==> config.mk <==
export PLATFORM = sky130hd
export DESIGN_NAME = ldq_violation_detector
export DESIGN_NICKNAME = d
export VERILOG_FILES = /design/src/rtl/ldq_pkg.sv /design/src/rtl/ldq_entry_match.sv /design/src/rtl/ldq_oldest_sel.sv /design/src/rtl/ldq_violation_detector.sv
export SDC_FILE = /design/constraint.sdc
export NUM_CORES = 1
export LEC_CHECK = 0
export ABC_CLOCK_PERIOD_IN_PS = 10000
export CORE_ASPECT_RATIO = 1.4
export CORE_UTILIZATION = 35
export DETAILED_ROUTE_END_ITERATION = 8
export PLACE_DENSITY = 0.53
export SLEW_MARGIN = 20
export SYNTH_ARGS = -nofsm -noshare
export SYNTH_HDL_FRONTEND = slang
export SYNTH_SLANG_ARGS = --single-unit
export TNS_END_PERCENT = 30
==> constraint.sdc <==
create_clock -name clk -period 10 [get_ports clk]
set_clock_uncertainty 0.2 [all_clocks]
set_input_delay 2 -clock clk [delete_from_list [all_inputs] [get_ports clk]]
set_output_delay 2 -clock clk [all_outputs]
set_load 0.005 [all_outputs]
==> src/rtl/ldq_pkg.sv <==
package ldq_pkg;

    // Per-slot status bits
    typedef struct packed {
        logic done;   // load has executed
        logic spec;   // load ran ahead of an unresolved store
        logic fwd;    // data came from a store
    } ldq_flags_t;

    localparam ldq_flags_t LDQ_FLAGS_CLEAR = '0;

endpackage

==> src/rtl/ldq_entry_match.sv <==
module ldq_entry_match
    import ldq_pkg::*;
#(
    parameter int AW   = 16,
    parameter int SIDW = 4
) (
    input  logic            live,
    input  logic            younger,
    input  ldq_flags_t      flags,
    input  logic [AW-1:0]   ld_addr,
    input  logic [SIDW-1:0] ld_sid,
    input  logic [AW-1:0]   st_addr,
    input  logic [SIDW-1:0] st_sid,
    output logic            hit
);
    logic same_src;

    always_comb begin
        same_src = flags.fwd && (ld_sid == st_sid);
        hit = live && younger && flags.done && flags.spec &&
              (ld_addr == st_addr) && !same_src;
    end
endmodule

==> src/rtl/ldq_oldest_sel.sv <==
module ldq_oldest_sel #(
    parameter int DEPTH = 8,
    localparam int PW   = $clog2(DEPTH)
) (
    input  logic [DEPTH-1:0] hit,
    input  logic [PW-1:0]    base,
    output logic             found,
    output logic [PW-1:0]    idx,
    output logic [PW-1:0]    age
);
    always_comb begin
        found = 1'b0;
        idx   = '0;
        age   = '0;
        for (int k = 0; k < DEPTH; k++) begin
            if (!found && hit[base + PW'(k)]) begin
                found = 1'b1;
                idx   = base + PW'(k);
                age   = PW'(k);
            end
        end
    end
endmodule

==> src/rtl/ldq_violation_detector.sv <==
module ldq_violation_detector
    import ldq_pkg::*;
#(
    parameter int DEPTH = 8,
    parameter int AW    = 16,
    parameter int SIDW  = 4,
    localparam int PW   = $clog2(DEPTH)
) (
    input  logic            clk,
    input  logic            rst_n,
    input  logic            alloc_valid,
    output logic            alloc_ready,
    output logic [PW:0]     alloc_ptr,
    input  logic            exec_valid,
    input  logic [PW-1:0]   exec_idx,
    input  logic [AW-1:0]   exec_addr,
    input  logic            exec_spec,
    input  logic            exec_fwd,
    input  logic [SIDW-1:0] exec_fwd_sid,
    input  logic            commit_valid,
    input  logic [AW-1:0]   commit_addr,
    input  logic [SIDW-1:0] commit_sid,
    input  logic [PW:0]     commit_lq_ptr,
    input  logic            retire_valid,
    output logic            replay_valid,
    output logic [PW-1:0]   replay_idx
);
    localparam logic [PW:0] DEPTH_W = (PW+1)'(DEPTH);

    typedef struct packed {
        logic [PW:0]                       head;
        logic [PW:0]                       tail;
        logic [DEPTH-1:0][AW-1:0]          addr;
        logic [DEPTH-1:0][SIDW-1:0]        sid;
        ldq_flags_t [DEPTH-1:0]            flg;
        logic                              rp_vld;
        logic [PW-1:0]                     rp_idx;
    } state_t;

    state_t s_q, s_d;

    logic [PW:0]      occ_w;
    logic [PW:0]      dist_w;
    logic [PW:0]      bound_w;
    logic [DEPTH-1:0] live_w;
    logic [DEPTH-1:0] hit_w;
    logic             found_w;
    logic [PW-1:0]    sel_idx_w;
    logic [PW-1:0]    sel_age_w;
    logic             viol_w;

    always_comb begin
        occ_w   = s_q.tail - s_q.head;
        dist_w  = commit_lq_ptr - s_q.head;
        // snapshot at or before the oldest slot: everything is younger
        bound_w = (dist_w > DEPTH_W) ? '0 : dist_w;
    end

    for (genvar i = 0; i < DEPTH; i++) begin : g_slot
        logic [PW-1:0] age_w;
        logic          younger_w;
        always_comb begin
            age_w     = PW'(i) - s_q.head[PW-1:0];
            live_w[i] = {1'b0, age_w} < occ_w;
            younger_w = {1'b0, age_w} >= bound_w;
        end
        ldq_entry_match #(.AW(AW), .SIDW(SIDW)) u_match (
            .live    (live_w[i]),
            .younger (younger_w),
            .flags   (s_q.flg[i]),
            .ld_addr (s_q.addr[i]),
            .ld_sid  (s_q.sid[i]),
            .st_addr (commit_addr),
            .st_sid  (commit_sid),
            .hit     (hit_w[i])
        );
    end

    ldq_oldest_sel #(.DEPTH(DEPTH)) u_sel (
        .hit   (hit_w),
        .base  (s_q.head[PW-1:0]),
        .found (found_w),
        .idx   (sel_idx_w),
        .age   (sel_age_w)
    );

    assign viol_w       = commit_valid && found_w;
    assign alloc_ready  = (occ_w != DEPTH_W) && !viol_w;
    assign alloc_ptr    = s_q.tail;
    assign replay_valid = s_q.rp_vld;
    assign replay_idx   = s_q.rp_idx;

    always_comb begin
        s_d        = s_q;
        s_d.rp_vld = 1'b0;

        if (exec_valid && live_w[exec_idx]) begin
            s_d.addr[exec_idx] = exec_addr;
            s_d.sid[exec_idx]  = exec_fwd_sid;
            s_d.flg[exec_idx]  = '{done: 1'b1, spec: exec_spec, fwd: exec_fwd};
        end

        if (viol_w) begin
            s_d.rp_vld         = 1'b1;
            s_d.rp_idx         = sel_idx_w;
            s_d.flg[sel_idx_w] = LDQ_FLAGS_CLEAR;
            s_d.tail           = s_q.head + {1'b0, sel_age_w} + 1'b1;
        end else begin
            if (alloc_valid && alloc_ready) begin
                s_d.flg[s_q.tail[PW-1:0]] = LDQ_FLAGS_CLEAR;
                s_d.tail                  = s_q.tail + 1'b1;
            end
            if (retire_valid && (occ_w != '0)) begin
                s_d.head = s_q.head + 1'b1;
            end
        end
    end

    always_ff @(posedge clk) begin
        if (!rst_n) begin
            s_q <= '0;
        end else begin
            s_q <= s_d;
        end
    end
endmodule

**After elaboration in Yosys (flattened, before gate mapping)**

Index checks and enable logic that the tools add are counted.
W data, S select, Z words.

- $add $sub $neg: 21
- Magnitude comparators: 31
- Eq/ne operators: 17
- Mux-type cells: 61
- Bitwise logic cells: 5
- Reductions and logical operators: 82

Operators by type and width:

| operator | number |
|---|---|
| $bwmux W128 | 1 |
| $eq A16 B16 Y1 | 8 |
| $mux W24 | 3 |
| $logic_and A1 B1 Y1 | 63 |
| $and A24 B24 Y24 | 2 |
| $demux W16 S3 | 1 |
| $not A24 Y24 | 2 |
| $mux W3 | 15 |
| $lt A3 B4 Y1 const B | 11 |
| $bwmux W32 | 1 |
| $eq A4 B4 Y1 | 8 |
| $ge A3 B4 Y1 | 8 |
| $lt A3 B4 Y1 | 8 |
| $bmux W1 S3 | 9 |
| $demux W3 S3 | 3 |
| $bwmux W24 | 1 |
| $mux W4 | 5 |
| $mux W1 | 18 |
| $logic_not A1 Y1 | 16 |
| $mux W16 | 1 |
| $add A3 B3 Y3 const B | 4 |
| $add A4 B1 Y4 const B | 3 |
| $demux W4 S3 | 1 |
| $sub A3 B3 Y3 const A | 4 |
| other kinds (14) | 21 |

- Register bits after elaboration: 196
- Input bits: 55
- Output and inout port bits: 9
- Logic and storage cells: 261

**Depth between registers and ports, before layout**

Gate-level depths: netlist (run 1).

- Depth in word-level cells: 40
- Gate-level depth with buffers: 28

**Cells and area by module**

From an unflattened synthesis (run 1), not the netlist that was laid out.

- Cells, all modules: 1352
- Area total of the unflattened synthesis: 11866.4 um^2

Modules (own cells, without submodules):

| module | instances | cells each | area an instance (um^2) | sequential area each (um^2) |
|---|---|---|---|---|
| ldq_violation_detector | 1 | 1019 | 8923.6 | 3923.8 |
| ldq_entry_match | 8 | 29 | 242.7 | 0.0 |
| ldq_oldest_sel | 1 | 101 | 1001.0 | 0.0 |

**Worst setup path before layout (run 1)**

No wires, ideal clock.

- Path kind: in2out
- From: in commit_lq_ptr[0]
- To: out alloc_ready
- Arrival: 6.111 ns
- Path slack: 1.689 ns
- Stages: 19
- Path buffers: 2
- Cells stage by stage: inv_1 > ha_1 > inv_1 > fa_1 > xor2_1 > nand2_1 > ha_1 > o21ai_0 > a2111oi_0 > nand3_1 > or3_1 > o211a_1 > or3_1 > o2111ai_1 > or3_1 > clkbuf_1 > o31a_1 > buf_2 > nor2_1

- Cells in the longest elaborated chain, start to end: 36
- Elaborated cells on any way between the ends: 92

RTL lines:

| what | RTL line | text |
|---|---|---|
| start: declaration | ldq_violation_detector.sv:23 | `input logic [PW:0] commit_lq_ptr,` |
| $sub A4 B4 Y4 (*) | ldq_violation_detector.sv:54 | `dist_w = commit_lq_ptr - s_q.head;` |
| $gt A4 B4 Y1 | ldq_violation_detector.sv:56 | `bound_w = (dist_w > DEPTH_W) ? '0 : dist_w;` |
| $mux W4 (*) | ldq_violation_detector.sv:56 |  |
| $ge A3 B4 Y1 | ldq_violation_detector.sv:65 | `younger_w = {1'b0, age_w} >= bound_w;` |
| $logic_and A1 B1 Y1 (4 in series) | ldq_entry_match.sv:20 | `hit = live && younger && flags.done && flags.spec &&` |
| $logic_and A1 B1 Y1 | ldq_entry_match.sv:21 | `(ld_addr == st_addr) && !same_src;` |
| $bmux W1 S3 | ldq_oldest_sel.sv:16 | `if (!found && hit[base + PW'(k)]) begin` |
| $mux W1 (not written as such) | ldq_oldest_sel.sv:16 |  |
| [... 17 more ...] | - |  |
| $logic_and A1 B1 Y1 | ldq_oldest_sel.sv:16 |  |
| $mux W1 | ldq_oldest_sel.sv:16 |  |
| $logic_not A1 Y1 | ldq_oldest_sel.sv:16 |  |
| $logic_and A1 B1 Y1 | ldq_oldest_sel.sv:16 |  |
| $mux W1 (*) | ldq_oldest_sel.sv:16 |  |
| $logic_and A1 B1 Y1 (*) | ldq_violation_detector.sv:87 | `assign viol_w = commit_valid && found_w;` |
| $logic_not A1 Y1 (*) | ldq_violation_detector.sv:88 | `assign alloc_ready = (occ_w != DEPTH_W) && !viol_w;` |
| $logic_and A1 B1 Y1 (*) | ldq_violation_detector.sv:88 |  |
| end: declaration | ldq_violation_detector.sv:12 | `output logic alloc_ready,` |

Mark *: on every way between the ends. The rest lies on a longest branch, timed or not. The select of a mux whose other input is x is not followed.

**Final worst setup path (run 1)**

- From: in commit_lq_ptr[2]
- To: out alloc_ready

The elaborated chain is that of the path after synthesis.

==> results of run 1 <==
cell usage after synthesis (21+ instances only):
cell type | instances | area, µm²
inv_1 | 23 | 86.3
o211ai_1 | 21 | 158
a21oi_1 | 161 | 806
nand2_1 | 300 | 1130
nor4_1 | 43 | 269
ha_1 | 35 | 438
o21ai_0 | 25 | 125
xor2_1 | 123 | 1080
nand3_1 | 47 | 235
clkbuf_1 | 103 | 387
dfxtp_1 | 196 | 3920
nand4_1 | 29 | 181
nor2_1 | 84 | 315
xnor2_1 | 51 | 447
mux2i_1 | 58 | 581
nor3_1 | 30 | 150
cell families (layout without fill, tap and decap cells):
family                   count (synthesis)  after routing  synth area share, %
AND/OR/NAND/NOR                        631            631                 23.9
AO/OA/AOI/OAI                          337            337                 18.0
flip-flops                             196            196                 31.2
XOR/XNOR                               176            176                 12.4
buffers and inverters                  151            169                 4.90
multiplexers                            67             67                 5.59
adder cells (fa/ha/maj)                 39             39                 4.11
state kept, by name, indices dropped and copies added, names as in the netlist:
signal and count:
replay_idx 3, replay_valid 1, s_q 188, alloc_ptr 4
cells in the final DEF (no fill, tap or decap), drive strengths merged, types with 29 or more instances in the layout:
master and count:
xnor2 52, nor3 30, nand4 29, buf 50, nor2 84, mux2i 58, nand2 300, nor4 43
nand3 48, xor2 124, dfxtp 196, ha 35, a21oi 162, clkdlybuf4s50 63
final timing paths:
path,start,end,slack (ns)
setup / recovery,commit_lq_ptr[2],alloc_ready,0.29
hold / removal,replay_idx[1]$_SDFFE_PN0N_,replay_idx[1]$_SDFFE_PN0N_,0.26
setup reg to reg,s_q[194]$_SDFFE_PN0P_,alloc_ptr[2]$_SDFFE_PN0P_,2.68
hold reg to reg,replay_idx[1]$_SDFFE_PN0N_,replay_idx[1]$_SDFFE_PN0N_,0.26
stage by stage:
stage	util, %	hold WS, ns	setup WS, ns	std cells
2_1_floorplan	-	0.237	1.69	1597
3_3_place_gp	39.0	0.250	0.381	2041
3_5_place_dp	39.0	0.259	0.250	2041
4_1_cts	40.7	0.268	0.239	2071
5_1_grt	40.7	0.282	0.0641	2071
6_report	40.7	0.262	0.291	2071
final cells by class:
type                            count  area, µm²
Clock buffer                       22        474
Sequential cell                   196       3920
Inverter                           26        100
Timing Repair Buffer              113       1010
Tap cell                          456        571
Clock inverter                      8        126
Fill cell                        3590      20900
Multi-Input combinational cell   1250       8110
power by group through the flow:
| stage | clock network [µW] | logic [µW] | registers (µW) |
|---|---|---|---|
| final | 718 | 1560 | 890 |
| after global placement | 0 | 1520 | 907 |
| after CTS | 731 | 1540 | 890 |
| after global routing | 757 | 1680 | 895 |
| after floorplan | 0 | 1050 | 891 |
| after detailed placement | 0 | 1530 | 908 |
per-layer routing:
metal	wire (µm)	GRT usage, %	vias up
li1	-	-	5629
met3	1690	2.69	96
met2	24700	48.4	300
met4	2510	14.4	0
met1	18700	29.4	5677
met5	0	0	-
worst max-delay path, stage by stage:
cell and delay (ns):
clkdlybuf4s50_1 0.40, ha_1 0.35, a21oi_1 0.41, nand3_2 0.20
nand2_1 0.24, nand2_1 0.20, ha_1 0.35, nor2b_1 0.15
a221oi_1 0.49, or4_1 0.22, nor2_1 0.05, buf_4 0.19
nand3_1 0.13, o211ai_1 0.18, a32oi_1 0.34, nand4_1 0.15
or3_1 0.50, o31a_1 0.33, nor2_1 0.10, clkdlybuf4s50_1 0.51
what timing repair did:
item                       in CTS  in global routing
setup endpoints to repair       0                  1
resized for setup               0                  1
hold endpoints to repair        0                  0
==> flow_metrics.py, run 1 <==
metrics = {
    "global_routing": {
        "overflow": 0,
        "grt_pass1_vias": 11200,
        "grtUsageTotal_pct": 26.3,
        "antenna_found_initial": 0,
        "grt_max_degree": 88,
        "grt_pass1_wl_um": 71000,
    },
    "run": {
        "maxCapViolCount": 0,
    },
    "synthesis": {
        "synth_cell_type_count": 86,
        "syn_area_mm2": 0.0126,
        "synth_edf_count": 0,
        "ys_seq_area_share_pct": 31.2,
        "yosys_warnings": 0,
        "syn_nets": 1691,
        "async_flop_share_pct": 0,
        "synth_area_per_cell_um2": 7.89,
        "ys_ff_latch": 196,
        "synthFlopType": "dfxtp_1",
        "synth_cells": 1597,
    },
    "drt": {
        "drtAntennaViolNets": 0,
        "avgRoutedWirePerCell_um": 23.0,
        "dr.first_iter.drc_count": 751,
        "dr.pass1.iters": 5,
        "via_per_inst": 5.65,
        "via_count": 11700,
        "drc": 0,
        "routed_wl_um": 47600,
    },
    "cells_and_area": {
        "fin_nets": 1698,
        "n_antenna_cell": 0,
        "stdcell_area_mm2": 0.0143,
        "flow.area_growth_from_synthesis_pct": 13.6,
        "drive_above_1_share_pct": 8.05,
    },
    "die": {
        "num_io_pins": 64,
        "die_height_um": 226,
        "die_width_um": 162,
        "core_area_mm2": 0.0352,
        "start_util_pct": 35.8,
        "rows": 81,
        "die-area_mm2": 0.0368,
    },
    "power": {
        "p_total_uw": 3160,
        "p_per_area_mw_per_mm2": 221,
        "clkPwrFrac_pct": 22.7,
        "p_sw_share_pct": 43.4,
        "combPwrFrac_pct": 49.2,
        "power_switching_uw": 1370,
        "internal-power_uw": 1790,
        "ir_drop_mv": 0.124,
        "pwr-share-seq_pct": 28.1,
        "leakage_uw": 0.00526,
    },
    "clock_tree": {
        "clock-root-buffer": "clkbuf_16",
        "numCtsBuffers": 17,
        "cts_setup_buffers": 0,
        "clkLatencyLatePin_ns": 0.45,
        "cts_tree": "done",
        "cts_buffer_depth": 2,
        "cts.sinks": 196,
        "ctsHtreeMaxLevel": 4,
        "cts.hold.buffers_added": 0,
        "clkSlewWorstSetupHoldPaths_ns": 0.07,
    },
    "critical_path": {
        "crit_fanout": 7,
        "worst_ep_required_time_ns": 7.80,
        "worstSetupPathType": "in2out",
        "crit_arrival_ns": 7.51,
        "start_kind": "input port",
        "reg2regPathDepth": 23,
        "worstSetupEndpointType": "output port",
    },
    "sta": {
        "max_freq_ghz": 0.103,
        "worst_pin_slew_ns": 1.11,
        "setup_violations": 0,
        "slew_viol_final": 0,
        "finalHoldViolCount": 0,
        "fin_crit_ns": 9.71,
        "finalCritPeriodShare_pct": 97.1,
        "max_slew_margin_pct": 26.3,
        "setup_tns_ns": 0,
        "rsz0062_at_grt": "false",
    },
    "place": {
        "io_buffer_count": 63,
        "gp_congestion": 0.939,
        "dp_hpwl_um": 35200,
        "place_area_mm2": 0.0137,
    },
    "hold_path": {
        "hold_depth": 2,
        "hp-class": "reg2reg",
    },
    "status": {
        "outcome": "complete, no violations",
    },
}
Power figures use the tool's default switching activity.
==> run 2: changes to the inputs <==
==> constraint.sdc (replaced) <==
create_clock -name clk -period 10 [get_ports clk]
set_clock_uncertainty 0.2 [all_clocks]
set_input_delay 1 -clock clk [delete_from_list [all_inputs] [get_ports clk]]
set_output_delay 1 -clock clk [all_outputs]
set_load 0.005 [all_outputs]
==> run 2 against run 1 <==
  * Combinational power is 3% lower
  * Sequential power up 0.6%
  * Final cell count down 1.0%
  * Utilization fell by 0.59 points
  * Cell area is 1.5% lower
  * Highest routed layer unchanged
==> flow_metrics.py, run 2 (same netlist as run 1, synthesis figures left out) <==
metrics = {
    "die": {
        "die_height_um": 226,
        "num_io_pins": 64,
        "rows": 81,
        "die-area_mm2": 0.0368,
        "die_width_um": 162,
        "core_area_mm2": 0.0352,
        "start_util_pct": 35.8,
    },
    "sta": {
        "finalHoldViolCount": 0,
        "fin_ws_ns": 1.82,
        "fin_crit_ns": 8.18,
        "max_freq_ghz": 0.122,
        "worst_pin_slew_ns": 1.05,
        "setup_tns_ns": 0,
        "slew_viol_final": 0,
        "whs_ns": 0.261,
        "setup_violations": 0,
        "max_slew_margin_pct": 30.1,
        "rsz0062_at_grt": "false",
        "finalCritPeriodShare_pct": 81.8,
    },
    "drt": {
        "via_count": 11600,
        "dr.first_iter.drc_count": 723,
        "avgRoutedWirePerCell_um": 22.5,
        "via_per_inst": 5.66,
        "routed_wl_um": 46100,
        "dr.pass1.iters": 7,
        "drtAntennaViolNets": 0,
        "drc": 0,
    },
    "clock_tree": {
        "cts_resized": 0,
        "clkSlewWorstSetupHoldPaths_ns": 0.07,
        "numCtsBuffers": 17,
        "cts_setup_buffers": 0,
        "cts_tree": "done",
        "cts.sinks": 196,
        "clkLatencyLatePin_ns": 0.46,
        "cts.hold.buffers_added": 0,
        "clock-root-buffer": "clkbuf_16",
        "ctsHtreeMaxLevel": 4,
        "cts_buffer_depth": 2,
    },
    "critical_path": {
        "slowest_stage": "dfxtp_1",
        "crit_fanout": 17,
        "crit_path_max_incr_delay_ns": 0.86,
        "worstSetupPathType": "reg2out",
        "cp_top_family": "simple AND/OR/NAND/NOR gates",
        "crit_buf_inv": 3,
        "worstSetupEndpointType": "output port",
        "path_cells": "buf_4 -> ha_1 -> inv_1 -> fa_1 -> xor2_1 -> nand2_1 -> ha_1 -> o21ai_0 -> a2111oi_0 -> nand3_1 -> or3_1 -> o211a_1 -> or3_1 -> o2111ai_1 -> or3_1 -> o31a_1 -> nor2_1 -> clkdlybuf4s50_1",
        "cp_common_cell": "or3_1",
        "crit_arrival_ns": 6.98,
        "worst_ep_required_time_ns": 8.80,
        "start_kind": "register",
    },
    "place": {
        "dp_hpwl_um": 33700,
        "gp_congestion": 0.950,
        "io_buffer_count": 63,
        "place_ws_ns": 1.99,
        "dp.cells": 2018,
    },
    "cells_and_area": {
        "layout_commonest_cell": "nand2_1",
        "n_antenna_cell": 0,
        "finalNonFillerCells": 2050,
        "fin_nets": 1675,
        "largest_reg_flops": 188,
        "fill_cells": 3593,
        "largest_register": "s_q",
        "drive_above_1_share_pct": 6.71,
        "layout_common_cells": "300 x nand2_1, 196 x dfxtp_1, 161 x a21oi_1",
        "flow.area_growth_from_synthesis_pct": 12.0,
    },
    "run": {
        "maxCapViolCount": 0,
    },
    "power": {
        "ir_drop_mv": 0.127,
        "leakage_uw": 0.00512,
        "p_per_area_mw_per_mm2": 219,
        "p_total_uw": 3090,
    },
    "global_routing": {
        "grt_pass1_wl_um": 70000,
        "grtUsageTotal_pct": 25.8,
        "antenna_found_initial": 0,
        "overflow": 0,
        "grt_pass1_vias": 11200,
        "grt_max_degree": 96,
    },
    "status": {
        "outcome": "complete, no violations",
    },
    "hold_path": {
        "hp-class": "reg2reg",
    },
}
-- run 2: cell count changes in the layout (fill, tap and decap cells not counted), sizes merged --
cell	change
buf	-23
bufinv	-2
clkbuf	-2
clkinvlp	+1
inv	+5
-- run 2: final cells by class --
| cell class | count | area (µm²) | share of cell area, % |
|---|---|---|---|
| clock buffers | 20 | 447 | 3.17 |
| clock inverters | 12 | 123 | 0.869 |
| inverters | 26 | 100 | 0.710 |
| multi-input cells | 1250 | 8110 | 57.5 |
| flip-flops and latches | 196 | 3920 | 27.8 |
| well taps | 456 | 571 | 4.05 |
| repair buffers | 90 | 833 | 5.91 |
-- run 2: worst min-delay path, cell delays in order, from the launching register on --
cell and delay (ns):
dfxtp_1 0.32, nand2_1 0.05, a21oi_1 0.05
-- run 2: metal layers --
layer	GRT usage, %	wire length (µm)	up-vias
li1	-	-	5598
met1	29.7	18500	5572
met2	46.2	23400	325
met3	2.85	1880	104
met4	13.8	2350	0
met5	0	0	-
-- run 2: through the flow --
stage / instance area (µm²) / utilization, %
global route: 14100 / 40.1
CTS: 14100 / 40.1
finish: 14100 / 40.1
floorplan: 12600 / -
detailed placement: 13500 / 38.5
global placement: 13500 / 38.5
-- run 2: power by group --
group | internal, µW | switching [µW] | total, µW
clock | 355 | 327 | 682
sequential | 838 | 56.4 | 895
combinational | 532 | 977 | 1510
total | 1730 | 1360 | 3090
-- run 2: final timing paths --
path,startpoint,slack (ns),to,depth (start not counted)
max,s_q[192]$_SDFFE_PN0P_,1.82,alloc_ready,18
max reg2reg,s_q[192]$_SDFFE_PN0P_,2.59,alloc_ptr[3]$_SDFFE_PN0P_,25
min reg2reg,replay_idx[1]$_SDFFE_PN0N_,0.26,replay_idx[1]$_SDFFE_PN0N_,2
min,replay_idx[1]$_SDFFE_PN0N_,0.26,replay_idx[1]$_SDFFE_PN0N_,2
